===== config.mk =====
export PLATFORM = sky130hd
export DESIGN_NAME = cls_seq_detect
export DESIGN_NICKNAME = d
export VERILOG_FILES = /design/src/rtl/cls_pkg.sv /design/src/rtl/cls_zone_map.sv /design/src/rtl/cls_zone_filter.sv /design/src/rtl/cls_seq_fsm.sv /design/src/rtl/cls_seq_detect.sv
export SDC_FILE = /design/constraint.sdc
export NUM_CORES = 1
export LEC_CHECK = 0
export ABC_AREA = 1
export BUFFER_PORTS_ARGS = -buffer_cell sky130_fd_sc_hd__buf_4
export CELL_PAD_IN_SITES_DETAIL_PLACEMENT = 1
export CELL_PAD_IN_SITES_GLOBAL_PLACEMENT = 2
export CORE_MARGIN = 4
export CORE_UTILIZATION = 30
export DETAILED_ROUTE_END_ITERATION = 8
export HOLD_SLACK_MARGIN = 0.05
export PLACE_DENSITY = 0.92
export RECOVER_POWER = 100
export SETUP_SLACK_MARGIN = 0.15
export SYNTH_ARGS = -nofsm -noshare
export SYNTH_HDL_FRONTEND = slang
export SYNTH_HIERARCHICAL = 1
export SYNTH_SLANG_ARGS = --single-unit

===== constraint.sdc =====
create_clock -name clk -period 2.6 [get_ports clk]
set_clock_uncertainty 0.2 [all_clocks]
set_input_delay 0.13 -clock clk [delete_from_list [all_inputs] [get_ports clk]]
set_output_delay 0.13 -clock clk [all_outputs]
set_load 0.01 [all_outputs]

===== src/rtl/cls_pkg.sv =====
package cls_pkg;
  typedef enum logic [2:0] {
    Z_RST   = 3'd0,
    Z_LOW   = 3'd1,
    Z_MARK  = 3'd2,
    Z_GAP   = 3'd3,
    Z_CLASS = 3'd4,
    Z_HIGH  = 3'd5
  } zone_e;

  typedef enum logic [2:0] {
    S_IDLE = 3'd0,
    S_CLS1 = 3'd1,
    S_MRK1 = 3'd2,
    S_CLS2 = 3'd3,
    S_MRK2 = 3'd4
  } seq_e;
endpackage


===== src/rtl/cls_zone_map.sv =====
module cls_zone_map
  import cls_pkg::*;
#(
  parameter int VW     = 16,
  parameter int RST_MV = 4900,
  parameter int MRK_LO = 5400,
  parameter int MRK_HI = 9700,
  parameter int CLS_LO = 13000,
  parameter int CLS_HI = 20500
) (
  input  logic [VW-1:0] mv_i,
  output zone_e         zone_o
);
  localparam logic [VW-1:0] K_RST  = VW'(RST_MV);
  localparam logic [VW-1:0] K_MLO  = VW'(MRK_LO);
  localparam logic [VW-1:0] K_MHI  = VW'(MRK_HI);
  localparam logic [VW-1:0] K_CLO  = VW'(CLS_LO);
  localparam logic [VW-1:0] K_CHI  = VW'(CLS_HI);

  always_comb begin
    if (mv_i < K_RST)       zone_o = Z_RST;
    else if (mv_i < K_MLO)  zone_o = Z_LOW;
    else if (mv_i <= K_MHI) zone_o = Z_MARK;
    else if (mv_i < K_CLO)  zone_o = Z_GAP;
    else if (mv_i <= K_CHI) zone_o = Z_CLASS;
    else                    zone_o = Z_HIGH;
  end
endmodule


===== src/rtl/cls_zone_filter.sv =====
module cls_zone_filter
  import cls_pkg::*;
#(
  parameter int DEB_N = 4
) (
  input  logic  clk,
  input  logic  rst_n,
  input  logic  vld_i,
  input  zone_e zone_i,
  output zone_e stable_o
);
  localparam int RW = $clog2(DEB_N + 1);
  localparam logic [RW-1:0] RUN_MAX = RW'(DEB_N);

  zone_e         cand_q, cand_d, stable_q, stable_d;
  logic [RW-1:0] run_q, run_d;

  always_comb begin
    cand_d   = cand_q;
    run_d    = run_q;
    stable_d = stable_q;
    if (vld_i) begin
      if (zone_i != cand_q) begin
        cand_d = zone_i;
        run_d  = RW'(1);
      end else if (run_q != RUN_MAX) begin
        run_d  = run_q + RW'(1);
      end
      if (run_d >= RUN_MAX) stable_d = cand_d;
    end
  end

  always_ff @(posedge clk or negedge rst_n) begin
    if (!rst_n) begin
      cand_q   <= Z_RST;
      run_q    <= '0;
      stable_q <= Z_RST;
    end else if (vld_i) begin
      cand_q   <= cand_d;
      run_q    <= run_d;
      stable_q <= stable_d;
    end
  end

  assign stable_o = stable_q;

  p_no_strobe_hold_r2: assert property (@(posedge clk) disable iff (!rst_n)
    !vld_i |=> $stable(stable_q));

  p_accept_needs_run_r12: assert property (@(posedge clk) disable iff (!rst_n)
    (vld_i && (zone_i != cand_q)) |=> (stable_q == $past(stable_q)) || (DEB_N == 1));
endmodule


===== src/rtl/cls_seq_fsm.sv =====
module cls_seq_fsm
  import cls_pkg::*;
(
  input  logic       clk,
  input  logic       rst_n,
  input  zone_e      zone_i,
  input  logic       uvlo_on_i,
  output logic [1:0] cnt_o,
  output logic       type2_o
);
  seq_e st_q, st_d;
  logic frz_q, frz_d;
  logic hold_w;

  assign hold_w = frz_q | uvlo_on_i;

  always_comb begin
    st_d  = st_q;
    frz_d = hold_w;
    if (zone_i == Z_RST && !uvlo_on_i) begin
      st_d  = S_IDLE;
      frz_d = 1'b0;
    end else if (!hold_w) begin
      unique case (st_q)
        S_IDLE:  if (zone_i == Z_CLASS) st_d = S_CLS1;
        S_CLS1:  if (zone_i == Z_MARK)  st_d = S_MRK1;
        S_MRK1:  if (zone_i == Z_CLASS) st_d = S_CLS2;
        S_CLS2:  if (zone_i == Z_MARK)  st_d = S_MRK2;
        S_MRK2:  st_d = S_MRK2;
        default: st_d = S_IDLE;
      endcase
    end
  end

  always_ff @(posedge clk or negedge rst_n) begin
    if (!rst_n) begin
      st_q  <= S_IDLE;
      frz_q <= 1'b0;
    end else begin
      st_q  <= st_d;
      frz_q <= frz_d;
    end
  end

  always_comb begin
    unique case (st_q)
      S_MRK1, S_CLS2: cnt_o = 2'd1;
      S_MRK2:         cnt_o = 2'd2;
      default:        cnt_o = 2'd0;
    endcase
  end

  assign type2_o = (st_q == S_MRK2);

  p_cnt_bound_r5: assert property (@(posedge clk) disable iff (!rst_n)
    cnt_o != 2'd3);

  p_cnt_step_r5: assert property (@(posedge clk) disable iff (!rst_n)
    (cnt_o > $past(cnt_o)) |-> (cnt_o == $past(cnt_o) + 2'd1));

  p_freeze_hold_r9: assert property (@(posedge clk) disable iff (!rst_n)
    (uvlo_on_i) |=> $stable(st_q));

  p_reset_zone_clears_r7: assert property (@(posedge clk) disable iff (!rst_n)
    (zone_i == Z_RST && !uvlo_on_i) |=> (cnt_o == 2'd0 && !type2_o));

  p_type2_via_second_class_r4: assert property (@(posedge clk) disable iff (!rst_n)
    ($rose(type2_o)) |-> ($past(st_q) == S_CLS2));
endmodule


===== src/rtl/cls_seq_detect.sv =====
module cls_seq_detect
  import cls_pkg::*;
#(
  parameter int VW     = 16,
  parameter int DEB_N  = 4,
  parameter int RST_MV = 4900,
  parameter int MRK_LO = 5400,
  parameter int MRK_HI = 9700,
  parameter int CLS_LO = 13000,
  parameter int CLS_HI = 20500
) (
  input  logic          clk,
  input  logic          rst_n,
  input  logic          smp_vld_i,
  input  logic [VW-1:0] port_mv_i,
  input  logic          uvlo_on_i,
  input  logic          conv_run_i,
  output logic [1:0]    evt_cnt_o,
  output logic          type2_o,
  output logic          hp_n_o
);
  zone_e raw_zone, acc_zone;

  cls_zone_map #(
    .VW(VW), .RST_MV(RST_MV), .MRK_LO(MRK_LO), .MRK_HI(MRK_HI),
    .CLS_LO(CLS_LO), .CLS_HI(CLS_HI)
  ) u_map (
    .mv_i  (port_mv_i),
    .zone_o(raw_zone)
  );

  cls_zone_filter #(.DEB_N(DEB_N)) u_filt (
    .clk     (clk),
    .rst_n   (rst_n),
    .vld_i   (smp_vld_i),
    .zone_i  (raw_zone),
    .stable_o(acc_zone)
  );

  cls_seq_fsm u_fsm (
    .clk      (clk),
    .rst_n    (rst_n),
    .zone_i   (acc_zone),
    .uvlo_on_i(uvlo_on_i),
    .cnt_o    (evt_cnt_o),
    .type2_o  (type2_o)
  );

  assign hp_n_o = ~(type2_o & conv_run_i);

  p_flag_needs_two_r10: assert property (@(posedge clk) disable iff (!rst_n)
    (!hp_n_o) |-> (evt_cnt_o == 2'd2));
endmodule


# Yosys cells after proc, flatten, opt, wreduce, memory -nomap -nowiden
# Index checks and enable logic that the tools add are counted.
# word_totals
ff_bits,13
latchBits,0
ram_bits,0
romBits,0
inputBits,21
output_inout_bits,4
word_cells,53
memories,0
# op_classes
addsub,1
mul,0
div_mod_pow,0
order_cmp,6
n_eq_ne,13
n_shift,0
mux,18
bitwise,3
reduce_logical,7
# op_table
cell,count
2-to-1 mux 3 bit,14
"< comparator 16 x 13 -> 1 bit, second input constant",2
"<= comparator 16 x 14 -> 1 bit, second input constant",1
"<= comparator 16 x 15 -> 1 bit, second input constant",1
"< comparator 16 x 14 -> 1 bit, second input constant",1
case mux 3 bit (5 select lines),1
"!= test 3 x 1 -> 1 bit, second input constant",4
"== test 3 x 2 -> 1 bit, second input constant",3
"== test 3 bit, second input constant",2
zero test 3 bit,2
AND reduction 5 bit,1
case mux 2 bit (2 select lines),1
"adder 3 x 1 -> 3 bit, second input constant",1
"== test 3 x 1 -> 1 bit, second input constant",1
">= comparator 3 bit, second input constant",1
!= test 3 bit,1
"!= test 3 bit, second input constant",1
2-to-1 mux 1 bit,2
"!= test 2 bit, second input constant",1
AND reduction 2 bit,1
OR reduction 2 bit,1
AND 1 bit,1
logical AND 1 bit,1
zero test 1 bit,1
other kinds (2),2

# Depth between registers and ports, before layout
# depth
word_depth,11
ltp_mapped,16

# Modules after synthesis
# The synthesis kept the hierarchy.
# by_module_without_submodules
mod,n_inst,cells_each,area_per_inst_um2,seq_area_each_um2
cls_zone_filter,1,66,526.8,225.2
cls_zone_map,1,88,401.6,0.0
cls_seq_fsm,1,40,266.5,100.1
cls_seq_detect,1,1,3.8,0.0

# Worst setup path before layout
# OpenSTA, ideal clock, no wires.
# synth_path
path_type,input to register
startpoint,input port port_mv_i[11]
endpoint,register u_filt.run_q[0]
arrival_ns,1.354
slack_ns,0.922
path_stages,14
n_path_buf,0
path_cell_list,nor2_2 o21ai_1 a21oi_2 nand2_2 nand2_1 nand2_1 a21oi_2 inv_2 nand2_2 nand2_2 nor2_4 nand2_1 nand2_1 nand3_1
# synth_rtl
element,line_no,rtl
from (decl),cls_seq_detect.sv:15,"input logic [VW-1:0] port_mv_i,"
< comparator 16 x 14 -> 1 bit,cls_zone_map.sv:24,else if (mv_i < K_CLO) zone_o = Z_GAP;
2-to-1 mux 3 bit,cls_zone_map.sv:24,
2-to-1 mux 3 bit,cls_zone_map.sv:23,else if (mv_i <= K_MHI) zone_o = Z_MARK;
2-to-1 mux 3 bit,cls_zone_map.sv:22,else if (mv_i < K_MLO) zone_o = Z_LOW;
2-to-1 mux 3 bit *,cls_zone_map.sv:21,if (mv_i < K_RST) zone_o = Z_RST;
net raw_zone[2],cls_seq_detect.sv:22,"zone_e raw_zone, acc_zone;"
!= test 3 bit *,cls_zone_filter.sv:23,if (zone_i != cand_q) begin
2-to-1 mux 3 bit *,cls_zone_filter.sv:23,
2-to-1 mux 3 bit *,cls_zone_filter.sv:22,if (vld_i) begin
to (signal assigned),cls_zone_filter.sv:40,run_q <= run_d;
to (decl),cls_zone_filter.sv:16,"logic [RW-1:0] run_q, run_d;"
# The timed path passes the listed nets; every way through them passes the cells marked *. The select of a mux whose other input is x is not followed.
# A chain may end at the register's enable or synchronous reset.

# Worst setup path after layout
# Same ends and word-level chain as after synthesis.

==> flow_summary_export.csv <==
group,metric,value,unit
clock_network,cts.clk_slew.worst_paths,0.06,ns
drt,drt_first_pass_iters,5,
logic_synthesis,syn_inst,195,
final_layout,multiInputGateArea,752,sq um
final_layout,final_cell_mix,"nand2_1 (60), nor2_1 (23), inv_1 (22)",
grt,grt_pass1_vias,1281,
hold_path,min_path_type,"primary input to flip-flop",
logic_synthesis,synth_area,0.00120,sq mm
drt,finalWirelength,3090,microns
critical_path,reg2reg_from,"u_filt/run_q[0]$_DFFE_PN0P_",
sta,fin_crit,2.00,ns
critical_path,worstPathRequired,2.54,ns
logic_synthesis,ys_seq_elements,13,
clock_network,max-clock-path-buffers,2,
logic_synthesis,syn_area_per_cell,6.15,sq um
sta,finalSetupTns,0,ns
clock_network,cts_root_buf,"clkbuf_8",
placed_design,dp_slack,0.558,ns
logic_synthesis,synth_fp_nets,218,
sta,whs,0.184,ns
die,core,0.00377,sq mm
critical_path,r2r-end,"u_filt/stable_o[1]$_DFFE_PN0P_",
clock_network,cts_resized,0,
pwr,p_per_area,538,mW/mm^2
logic_synthesis,seq_area_frac_synth,27.1,%
logic_synthesis,yosys_warnings,6,
hold_path,hp-start,"port_mv_i[8]",
sta,hold_viol_final,0,
clock_network,cts_htree_levels,1,
run_status,status,"finished clean",
clock_network,cts_buffers,3,
final_layout,fin_nets,249,
sta,slew_headroom,53.5,%
run,maxCapViolations,0,
pwr,total_power,0.792,mW
die,rows,22,
drt,drtIter0Drc,46,
logic_synthesis,synth.distinct_cells,24,
grt,grt_pass1_wl,5600,microns
sta,setup_viol,0,
drt,drc_errors,0,
hold_path,hold_end,"u_filt/stable_o[2]$_DFFE_PN0P_",
critical_path,cp-start-kind,"primary input",
critical_path,crit_type,"primary input to flip-flop",
critical_path,crit_start,"port_mv_i[11]",
critical_path,r2r_setup_slack,1.11,ns
pwr,peakVddDrop,237,uV
sta,max_freq,499,MHz
final_layout,fill_cells,534,
grt,antenna_found_initial,0,
grt,overflow,0,
clock_network,worstSkewPairLatency,0.25,ns
final_layout,n_antenna_cell,0,
sta,layout_setup_ws,0.597,ns
placed_design,dp_hpwl,2550,microns
grt,grt_max_degree,14,
critical_path,cp-end-kind,"flip-flop",
logic_synthesis,synthArstFlopShare,100,%
drt,drtAntennaViolNets,0,
die,die_w,71.2,microns
final_layout,drive_gt1_share,22.2,%
die,pin_count,25,
placed_design,gp_congestion,0.738,
final_layout,final_common_cell,"nand2_1",
pwr,p_leak,0.734,nW
critical_path,arrival,1.94,ns
logic_synthesis,ys.flop_type,"dfrtp_1",
critical_path,crit_fanout,6,
sta,post-route-period-util,77.0,%
drt,num_vias,1267,
placed_design,io_buffers,24,
final_layout,postLayoutCoreUtil,39.0,%
die,start_util,31.8,%
hold_path,hold_depth,6,
clock_network,cts.sinks,13,
drt,via_per_inst,4.64,
die,die-area,0.00507,sq mm
final_layout,area_growth,22.8,%
clock_network,cts_tree,"built",
critical_path,reg2reg_depth,7,
die,die_y,71.2,microns
logic_synthesis,synth-edff-count,0,
sta,rsz0062_at_grt,"false",
grt,grt_usage,13.6,%
final_layout,final-seq-area,325,sq um
sta,worstMarginPinSlew,0.698,ns
sta,slew_violations,0,
drt,wl_per_cell,11.3,microns
==> where the power goes <==
group          internal, mW  switching [mW]
clock                 0.109          0.0801
sequential            0.253          0.0414
combinational         0.115           0.193
total                 0.477           0.315
==> what timing repair did <==
| item | 4_1_cts | 5_1_grt |
|---|---|---|
| buffers inserted | 0 | 0 |
| hold buffers | 3 | 0 |
| hold endpoints to repair | 21 | 0 |
==> critical path, stage by stage <==
cell	delay, ns
buf_4	0.12
nor2_1	0.18
o21ai_0	0.18
a21oi_2	0.16
nand2_2	0.11
nand2_1	0.09
nand2_1	0.05
a21oi_1	0.38
inv_2	0.08
nand2_2	0.07
nand2_2	0.07
nor2_4	0.09
nand2_1	0.08
nand2_1	0.07
nand3_1	0.07
==> sequential cells by signal, summed over array words and instances (netlist names) <==
signal	count
u_fsm/frz_q	1
u_fsm/st_q	3
u_filt/stable_o	3
u_filt/cand_q	3
u_filt/run_q	3
==> layer usage <==
| metal | wire length, microns | share of wire (%) | vias up | global-route usage, % |
|---|---|---|---|---|
| li1 | - | - | 670 | - |
| met1 | 1580 | 51 | 570 | 19.0 |
| met2 | 1330 | 43 | 21 | 20.1 |
| met3 | 142 | 4.6 | 6 | 3.65 |
| met4 | 42 | 1.4 | 0 | 4.59 |
| met5 | 0 | 0 | - | 0 |
==> final cells by class <==
class                           count  area share [%]
Tap cell                           48            4.08
Timing Repair Buffer               27            12.5
Sequential cell                    13            22.1
Inverter                           28            7.14
Multi-Input combinational cell    153            51.1
Clock buffer                        4            3.06
==> Yosys cell counts, types with 2 or more instances <==
| cell type | count | area share (%) |
|---|---|---|
| inv_2 | 6 | 1.9 |
| nor2_2 | 11 | 5.7 |
| ha_1 | 2 | 2.1 |
| a21oi_1 | 6 | 2.5 |
| nand3_2 | 3 | 2.5 |
| a21oi_2 | 4 | 2.9 |
| dfrtp_1 | 13 | 27 |
| o21ai_1 | 3 | 1.3 |
| nand3_1 | 20 | 8.4 |
| nand4_1 | 2 | 1.0 |
| nand2_1 | 60 | 19 |
| nor2_1 | 21 | 6.6 |
| inv_1 | 22 | 6.9 |
| nand2_2 | 7 | 3.7 |
| o21ai_0 | 6 | 2.5 |
==> logic make-up after synthesis <==
group                      Yosys count  synth area share [%]
buffers and inverters               29                  9.39
DFF                                 13                  27.1
muxes                                1                 0.939
AOI/OAI and AO/OA                   21                  10.3
and+or+nand+nor                    127                  48.6
adders and majority gates            2                  2.09
xor gates and xnor gates             2                  1.46
==> how the worst max path moves through the flow <==
stage / endpoint / slack, ns / cells past startpoint
floorplan: u_filt/run_q[0]$_DFFE_PN0P_ / 0.92 / 14
global placement: u_filt/stable_o[2]$_DFFE_PN0P_ / 0.56 / 15
detailed placement: u_filt/stable_o[1]$_DFFE_PN0P_ / 0.56 / 15
CTS: u_filt/stable_o[1]$_DFFE_PN0P_ / 0.83 / 15
global route: u_filt/run_q[0]$_DFFE_PN0P_ / 0.33 / 15
finish: u_filt/run_q[0]$_DFFE_PN0P_ / 0.60 / 15
==> through the flow <==
stage | cells | instance area [sq um]
3_5_place_dp | 266 | 1430
3_3_place_gp | 266 | 1430
5_1_grt | 273 | 1470
6_report | 273 | 1470
4_1_cts | 273 | 1510
2_1_floorplan | 195 | 1200
Note: power is estimated with default switching activity, not from simulation.
